### config.mk
export PLATFORM = sky130hd
export DESIGN_NAME = pwrgood_strap_ctrl
export DESIGN_NICKNAME = d
export VERILOG_FILES = /design/src/rtl/pgs_pkg.sv /design/src/rtl/pgs_sync.sv /design/src/rtl/pgs_freq_decode.sv /design/src/rtl/pwrgood_strap_ctrl.sv
export SDC_FILE = /design/constraint.sdc
export NUM_CORES = 1
export LEC_CHECK = 0
export BUFFER_PORTS_ARGS = -buffer_cell sky130_fd_sc_hd__buf_2
export CAP_MARGIN = 20
export CORE_AREA = 5 5 42 44
export CTS_BUF_LIST = sky130_fd_sc_hd__clkbuf_16
export CTS_CLUSTER_SIZE = 40
export DETAILED_ROUTE_END_ITERATION = 10
export DIE_AREA = 0 0 47 49
export GPL_ROUTABILITY_DRIVEN = 0
export MAX_ROUTING_LAYER = met4
export SLEW_MARGIN = 20
export SYNTH_ARGS = -nofsm -noshare
export SYNTH_HDL_FRONTEND = slang
export SYNTH_HIERARCHICAL = 1
export SYNTH_SLANG_ARGS = --single-unit
export TNS_END_PERCENT = 100
### constraint.sdc
create_clock -name clk -period 2.2 [get_ports clk]
set_input_delay 0.44 -clock clk [delete_from_list [all_inputs] [get_ports clk]]
set_output_delay 0.44 -clock clk [all_outputs]
set_load 0.005 [all_outputs]
### src/rtl/pgs_pkg.sv
package pgs_pkg;

    localparam int FS_W = 3;

    typedef enum logic [1:0] {
        FREQ_100 = 2'd0,
        FREQ_133 = 2'd1,
        FREQ_166 = 2'd2,
        FREQ_200 = 2'd3
    } freq_code_e;

    typedef struct packed {
        logic [FS_W-1:0] fs;     // {FSC,FSB,FSA}
        logic            func;
        logic            dbg;
        logic            trust;
    } strap_t;

    localparam strap_t STRAP_RESET = '{fs: 3'b101, func: 1'b0, dbg: 1'b0, trust: 1'b1};

    typedef struct packed {
        logic   locked;
        strap_t straps;
    } ctrl_state_t;

endpackage

### src/rtl/pgs_sync.sv
module pgs_sync #(
    parameter int STAGES = 2
) (
    input  logic clk,
    input  logic rst_n,
    input  logic async_i,
    output logic sync_o,
    output logic vld_o
);
    logic [STAGES-1:0] data_d, data_q;
    logic [STAGES-1:0] fill_d, fill_q;

    always_comb begin
        data_d = {data_q[STAGES-2:0], async_i};
        fill_d = {fill_q[STAGES-2:0], 1'b1};
    end

    always_ff @(posedge clk or negedge rst_n) begin
        if (!rst_n) begin
            data_q <= '0;
            fill_q <= '0;
        end else begin
            data_q <= data_d;
            fill_q <= fill_d;
        end
    end

    assign sync_o = data_q[STAGES-1];
    assign vld_o  = fill_q[STAGES-1];

    // valid never drops once set
    assert_vld_sticky_R3: assert property (@(posedge clk) disable iff (!rst_n)
        vld_o |=> vld_o);
endmodule

### src/rtl/pgs_freq_decode.sv
module pgs_freq_decode
    import pgs_pkg::*;
(
    input  logic [FS_W-1:0] fs_i,
    output freq_code_e      code_o,
    output logic            rsvd_o
);
    always_comb begin
        rsvd_o = 1'b0;
        case (fs_i)
            3'b101:  code_o = FREQ_100;
            3'b001:  code_o = FREQ_133;
            3'b011:  code_o = FREQ_166;
            3'b010:  code_o = FREQ_200;
            default: begin
                code_o = FREQ_100;
                rsvd_o = 1'b1;
            end
        endcase
    end

    always_comb begin
        assert_rsvd_fallback_R7: assert (!rsvd_o || code_o == FREQ_100);
    end
endmodule

### src/rtl/pwrgood_strap_ctrl.sv
module pwrgood_strap_ctrl
    import pgs_pkg::*;
#(
    parameter int SYNC_STAGES = 2
) (
    input  logic            clk,
    input  logic            rst_n,
    input  logic            ctl_pin_i,
    input  logic            pol_mode_i,
    input  logic            test_mode_i,
    input  logic [FS_W-1:0] fs_i,
    input  logic            func_strap_i,
    input  logic            dbg_strap_i,
    input  logic            trust_strap_i,
    output logic            locked_o,
    output logic            pwrdn_o,
    output logic [1:0]      cpu_freq_o,
    output logic            freq_rsvd_o,
    output logic            func_sel_o,
    output logic            dbg_sel_o,
    output logic            trusted_o,
    output logic            test_tristate_o,
    output logic            test_refdiv_o
);
    localparam int FSB_BIT = 1;

    logic        ctl_sync, ctl_vld, pg_good;
    ctrl_state_t st_d, st_q;
    strap_t      live;
    freq_code_e  code;

    pgs_sync #(.STAGES(SYNC_STAGES)) u_sync (
        .clk     (clk),
        .rst_n   (rst_n),
        .async_i (ctl_pin_i),
        .sync_o  (ctl_sync),
        .vld_o   (ctl_vld)
    );

    // power good when synchronized level matches the polarity mode
    assign pg_good = ctl_vld & ~(ctl_sync ^ pol_mode_i);

    always_comb begin
        live = '{fs: fs_i, func: func_strap_i, dbg: dbg_strap_i, trust: trust_strap_i};
        st_d = st_q;
        if (pg_good && (!st_q.locked || test_mode_i)) begin
            st_d.straps = live;
            st_d.locked = 1'b1;
        end
    end

    always_ff @(posedge clk or negedge rst_n) begin
        if (!rst_n) begin
            st_q.locked <= 1'b0;
            st_q.straps <= STRAP_RESET;
        end else begin
            st_q <= st_d;
        end
    end

    pgs_freq_decode u_dec (
        .fs_i   (st_q.straps.fs),
        .code_o (code),
        .rsvd_o (freq_rsvd_o)
    );

    assign locked_o        = st_q.locked;
    assign pwrdn_o         = st_q.locked & ctl_vld & ~pg_good;
    assign cpu_freq_o      = code;
    assign func_sel_o      = st_q.straps.func;
    assign dbg_sel_o       = st_q.straps.dbg;
    assign trusted_o       = st_q.straps.trust;
    assign test_tristate_o = test_mode_i & ~st_q.straps.fs[FSB_BIT];
    assign test_refdiv_o   = test_mode_i &  st_q.straps.fs[FSB_BIT];

    assert_lock_sticky_R4: assert property (@(posedge clk) disable iff (!rst_n)
        locked_o |=> locked_o);

    assert_straps_frozen_R4: assert property (@(posedge clk) disable iff (!rst_n)
        (locked_o && !test_mode_i) |=> $stable(st_q.straps));

    assert_pwrdn_after_lock_R5: assert property (@(posedge clk) disable iff (!rst_n)
        pwrdn_o |-> locked_o);

    assert_lock_needs_good_R2: assert property (@(posedge clk) disable iff (!rst_n)
        $rose(locked_o) |-> $past(pg_good));

    assert_test_sel_excl_R10: assert property (@(posedge clk) disable iff (!rst_n)
        $onehot0({test_tristate_o, test_refdiv_o}));
endmodule

==> results.md, run 1 <==
- Clock skew: about 2.5 ps
- Slew Viols, Final: 0
- Post-detailed-route count of antenna-violating nets: 0
- Min-Delay Path Class: in2async
- Layout cells sized above 1: 0.600
- Depth of the CTS H-tree: 1
- Final TNS setup: 0 ps
- Vias in the first global route: 318
- Ys Warns: 6
- Clock sink count: 11
- Final period utilization: 0.683
- Multi-input logic area: 171 um^2
- Slowest cell delay on critical path: 380 ps
- Starting Density: 0.324
- Remaining DRCs: 0
- Post-Syn Area: 454 um^2
- Critical Path Source Type: flop
- Grt ovf: 0
- Die area: 0.00230 mm^2
- Worst-Skew Late Latency: 240 ps
- Largest net degree at the start of global routing: 12
- Final setup fails: 0
- Synth unique cells: 17
- Syn Nets: 42
- Chip Height: between 40 and 50 um
- Crit-path cells: xnor2_2 -> nor2_1 -> buf_2
- Worst-path clk slew: 40 ps
- Crit-path slowest cell: dfrtp_1
- Initial antenna violation count: 0
- CP Capture Type: output port
- Area Overhead vs Synth: 43.8%
- FF+latch count, synth: 11
- Hold_buf cts: 0
- Row Count: 14
- CTS Buffer Depth: 2
- Pint: 557 uW
- Critical path data arrival time: 1060 ps
- Core area: ~0.0014 mm^2
- Die W: 47 um
- Postcts setup bufs: 0
- Met1 global-route usage: 0.0945
- Routed vias: 310
- P_leak: 0.320 nW
- DRT Pass-1 Iters: 2
- Register area: about 280 um^2
- Max VDD drop: 0.535 mV
- Post-DR vias/cell: 4.37
- Fmax: approximately 0.67 GHz
- Sw Ratio: 0.220
- GR Util met3: 0.0627
- Max FO, Critical Path: 3
- Final hold violation count: 0
- Tot GR Track Use: 0.0887
- Num ports: 21
- First-pass GRT wire length: ~1.3 mm
- Seq/Total Area, Yosys: 0.614
- Worst EP required: roughly 1800 ps
- Logic pwr share: 0.169
- Nets@finish: 67
- GRT met2 Usage: 0.115
- DR WL/cell: 11.4 um
- Port bufs: 20
- Syn Inst Count: 31
- Cts bufs inserted: 3
- Psw: 157 uW
- Clock root buffer: clkbuf_16
- Crit Path Category: reg2out
- N_diodes: 0
- Post-CTS sizing: 0
- Outcome: finished clean
- Max cap viols: 0
- Dpl ws: approximately 740 ps
- DRT Wirelength: 808 um
- Clock group share of total power: 0.450
- DP Wirelength: 606 um
- Seq pwr share: 0.381
- Fill cells: 145
- Busiest layer in global routing: met2
- Unrepaired setup endpoints after global routing: false
- Final worst slack: between 600 and 700 ps
- CTS tree: built
- Syn Area/Cell: between 10 and 15 um^2
- Detailed Route Iter0 Violations: 2
- Final min period: 1500 ps
- Power Density: around 1100 mW/mm^2
[layout make-up]
type / count / area share
multi-input cells: 19 / 0.262
clock buffers: 3 / 0.115
clock inverters: 1 / 0.00575
flip-flops and latches: 11 / 0.427
inverters: 1 / 0.00575
well taps: 16 / 0.0307
repair buffers: 20 / 0.153
[registers in the layout (all words and copies together), names as in the netlist]
name,cells
st_q,3
u_sync/data_q,2
u_sync/fill_q,2
dbg_sel_o,1
func_sel_o,1
locked_o,1
trusted_o,1
[stage by stage]
stage          utilization  cell area, um^2  total power [mW]  cells  hold WS, ps
6_report             0.466              653             0.714     71         61.6
5_1_grt              0.466              653             0.755     71         74.5
4_1_cts              0.466              653             0.730     71         64.5
3_5_place_dp         0.410              574             0.397     67          317
3_3_place_gp         0.410              574             0.393     67          316
2_1_floorplan            -              454             0.336     31          144
[power groups by stage]
stage,combinational (mW),clock [mW],sequential (mW)
floorplan,0.0650,0,0.271
global placement,0.120,0,0.273
detailed placement,0.123,0,0.274
CTS,0.124,0.333,0.273
global route,0.136,0.341,0.278
finish,0.121,0.321,0.272
[kinds of logic after synthesis]
family | Yosys count | share of synthesized area
mux | 6 | 0.149
buf+inv | 1 | 0.00826
xor+xnor | 2 | 0.0551
simple gates | 8 | 0.135
flops | 11 | 0.614
compound gates | 2 | 0.0303
other cells | 1 | 0.00826
[path summary, 6_finish.rpt]
path / to / slack (ps) / depth (start not counted) / start
setup / recovery: pwrdn_o / 700 / 3 / u_sync/data_q[1]
hold / removal: dbg_sel_o / 60 / 1 / rst_n
setup reg to reg: st_q[4] / 990 / 3 / u_sync/data_q[1]
hold reg to reg: u_sync/fill_q[1] / 340 / 0 / u_sync/fill_q[0]
max in group asynchronous: trusted_o / 1880 / 1 / rst_n
min in group clk: u_sync/data_q[0] / 310 / 1 / ctl_pin_i
[routing by layer]
layer | vias up | wire [um]
met1 | 143 | 304
li1 | 148 | -
met4 | 0 | 12
met5 | - | 0
met2 | 17 | 383
met3 | 2 | 108
[worst max-delay path: cells and delay by family, from the launching register on]
family	cells	cell delay, ps
xor gates and xnor gates	1	230
buffers and inverters	1	130
DFF	1	380
and+or+nand+nor	1	90
[synthesized netlist by cell type]
library cell	n	area, um^2
a21oi_1	1	5.00
nand2_1	1	3.75
nand3_4	1	17.5
inv_1	1	3.75
conb_1	1	3.75
nor2_1	2	7.51
nor2b_1	1	6.26
mux2_2	3	33.8
nand2b_1	1	6.26
dfstp_2	3	78.8
xnor2_2	1	16.3
xnor2_1	1	8.76
a21o_2	1	8.76
nor2b_4	1	13.8
and2_1	1	6.26
dfrtp_1	8	200
mux2_1	3	33.8
[layout by cell type (no fill, tap or decap)]
cell type,n
buf_2,20
dfrtp_1,8
mux2_1,3
mux2_2,3
clkbuf_16,3
dfstp_2,3
nor2_1,2
inv_1,2
xnor2_2,1
nand2_1,1
nor2b_1,1
and2_1,1
nand2b_1,1
nand3_4,1
a21o_2,1
xnor2_1,1
nor2b_4,1
a21oi_1,1
conb_1,1
Note: power is estimated with default switching activity, not from simulation.
==> run 2, diff against run 1 <==
- clock period: 2.2 -> 1.22 ns (I/O delays scaled with it)
==> run 2 against run 1 <==
The flow now finishes with violations (setup timing). Critical path type unchanged. Largest cell class unchanged. Total power increased by 85%. Die area unchanged. First-iteration DRC count decreased by 50%. Clock skew about the same. Highest routed layer is now met3.
==> results.md, run 2 (synthesis results as in run 1) <==
- Vias in the first global route: 327 (+2.8%)
- Power Density: 1940 mW/mm^2 (+78%)
- Max FO, Critical Path: 3 (unchanged)
- FF-to-FF End: st_q[4]
- Final setup fails: 3 (+3)
- Fill cells: 137 (-5.5%)
- Most frequent cells in the layout: buf_2 (20), dfrtp_1 (7), mux2_2 (3), clkbuf_16 (3), dfstp_2 (3)
- Multi-input logic area: 186 um^2 (+8.8%)
- GRT met2 Usage: 0.115 (unchanged)
- Depth of the CTS H-tree: 1 (unchanged)
- Register area: 280 um^2 (+0.45%)
- Worst-Skew Late Latency: 230 ps (about the same)
- Row Count: 14 (unchanged)
- Chip Height: 49 um (unchanged)
- DR WL/cell: 11.3 um (-0.29%)
- Hold Path Sink: u_sync/data_q[0]
- DRT Wirelength: 817 um (+1.1%)
- Core area: 0.00140 mm^2 (unchanged)
- Largest register FFs: 3 (unchanged)
- Die W: 47 um (unchanged)
- Placed cell area: 574 um^2 (unchanged)
- Starting Density: 0.324 (unchanged)
- Layout cells sized above 1: 0.661 (+0.0607)
- N_diodes: 0 (unchanged)
- CTS tree: built
- Max cap viols: 0 (unchanged)
- Register-to-Register Path Depth: 3 (unchanged)
- Num ports: 21 (unchanged)
- Biggest regs: st_q: 3 flops, u_sync/data_q: 2 flops, u_sync/fill_q: 2 flops
- Clock root buffer: clkbuf_16
- Port bufs: 20 (unchanged)
- Worst EP required: 980 ps (-780 ps)
- Hold path depth: 1
- GR Util met3: 0.0480 (-0.0148)
- Post-detailed-route count of antenna-violating nets: 0 (unchanged)
- Critical Path Source Type: flop
- Tot GR Track Use: 0.0844 (-0.00434)
- Met1 global-route usage: 0.0970 (+0.00253)
- Clock skew: 2.15 ps (-0.313 ps)
- Crit-path slowest cell: dfstp_2
- Crit Path Category: reg2out
- Critical path data arrival time: 1060 ps (about the same)
- Detailed Route Iter0 Violations: 1 (-1)
- P_leak: 0.339 nW (+5.8%)
- Slew Viols, Final: 0 (unchanged)
- Dpl ws: 7.71 ps (-733 ps)
- Min-Delay Path Class: in2reg
- Final core utilization: 0.485 (+0.0187)
- Commonest non-fill, non-tap cell in the layout: buf_2
- Post-route design area: 679 um^2 (+4.0%)
- Reg with most FFs: st_q
- Slowest cell delay on critical path: 560 ps (+180 ps)
- Clock sink count: 11 (unchanged)
- Nets@finish: 68 (+1.5%)
- Grt ovf: 0 (unchanged)
- Failing checks: setup timing
- Final TNS setup: -238 ps (-238 ps)
- Worst min-delay path startpoint: ctl_pin_i
- Final hold violation count: 0 (unchanged)
- Final worst slack: -86.8 ps (-783 ps)
- Cts bufs inserted: 3 (unchanged)
- Remaining DRCs: 0 (unchanged)
- FF-to-FF setup slack: 10 ps (-980 ps)
- First-pass GRT wire length: 1.32 mm (+0.53%)
- Die area: 0.00230 mm^2 (unchanged)
- Fmax: 0.765 GHz
- CP Capture Type: output port
- Worst-path clk slew: 40 ps (about the same)
- Unrepaired setup endpoints after global routing: true
- Design Power: 1.32 mW (+85%)
- CTS Buffer Depth: 2 (unchanged)
- Final period utilization: 1.07
- Crit-path cells: xnor2_2 -> nor2_1 -> buf_2
- DRT Pass-1 Iters: 3 (+1)
- Initial antenna violation count: 0 (unchanged)
- Largest net degree at the start of global routing: 12 (unchanged)
- Busiest layer in global routing: met2
- Area Overhead vs Synth: 49.6%
- Final min period: 1310 ps
- Post-DR vias/cell: 4.28 (-2.0%)
- Max VDD drop: 1.16 mV (+120%)
- Routed vias: 308 (-0.65%)
- Outcome: finished with violations
- Worst flop-to-flop path startpoint: u_sync/data_q[1]
- DP Wirelength: 585 um (-3.6%)
run 2: repair_timing:
| item | CTS | global route |
|---|---|---|
| resized for setup | 1 | 3 |
| setup buffers | 0 | 0 |
| pin swaps | 1 | 2 |
| cloned | 0 | 0 |
| setup endpoints to repair | 4 | 11 |
| hold buffers | 1 | 0 |
| endpoints found under the hold margin | 8 | 0 |
run 2: worst max-delay path by stage:
stage	startpoint	endpoint	slack, ps	cells after the start
final	st_q[3]	cpu_freq_o[0]	-90	3
after global routing	u_sync/data_q[1]	pwrdn_o	-120	3
after CTS	st_q[5]	freq_rsvd_o	-90	3
after detailed placement	u_sync/data_q[1]	st_q[4]	8	3
after global placement	pol_mode_i	st_q[4]	30	4
after floorplan	u_sync/data_q[1]	st_q[4]	70	3
run 2: critical path, delay by kind of cell, from the launching register on:
family        cells  cell delay [ps]
flops             1              560
buf+inv           1              120
xor+xnor          1              110
simple gates      1               50
run 2: through the flow:
step                      hold slack [ps]  cells
after floorplan                     -51.6     31
after global placement                122     67
after detailed placement              119     67
after CTS                             114     72
after global routing                  124     72
final                                 118     72
run 2: cell type report:
| type | count | share of cell area |
|---|---|---|
| inverter | 1 | 0.00552 |
| clock inverter | 1 | 0.00552 |
| timing repair buffer | 21 | 0.162 |
| clock buffer | 3 | 0.110 |
| multi-input combinational | 19 | 0.274 |
| sequential | 11 | 0.413 |
| tap | 16 | 0.0295 |
run 2: per-layer routing:
metal | up-vias | part of all wire
met5 | - | 0
met4 | 0 | 0
met3 | 0 | 0.13
met2 | 17 | 0.47
met1 | 142 | 0.40
li1 | 149 | -
run 2: report_power, final:
part	internal (mW)	total, mW	switching (mW)	leakage (nW)
clock	0.429	0.575	0.147	0.0423
combinational	0.157	0.245	0.0872	0.175
sequential	0.445	0.500	0.0551	0.121
total	1.03	1.32	0.289	0.339
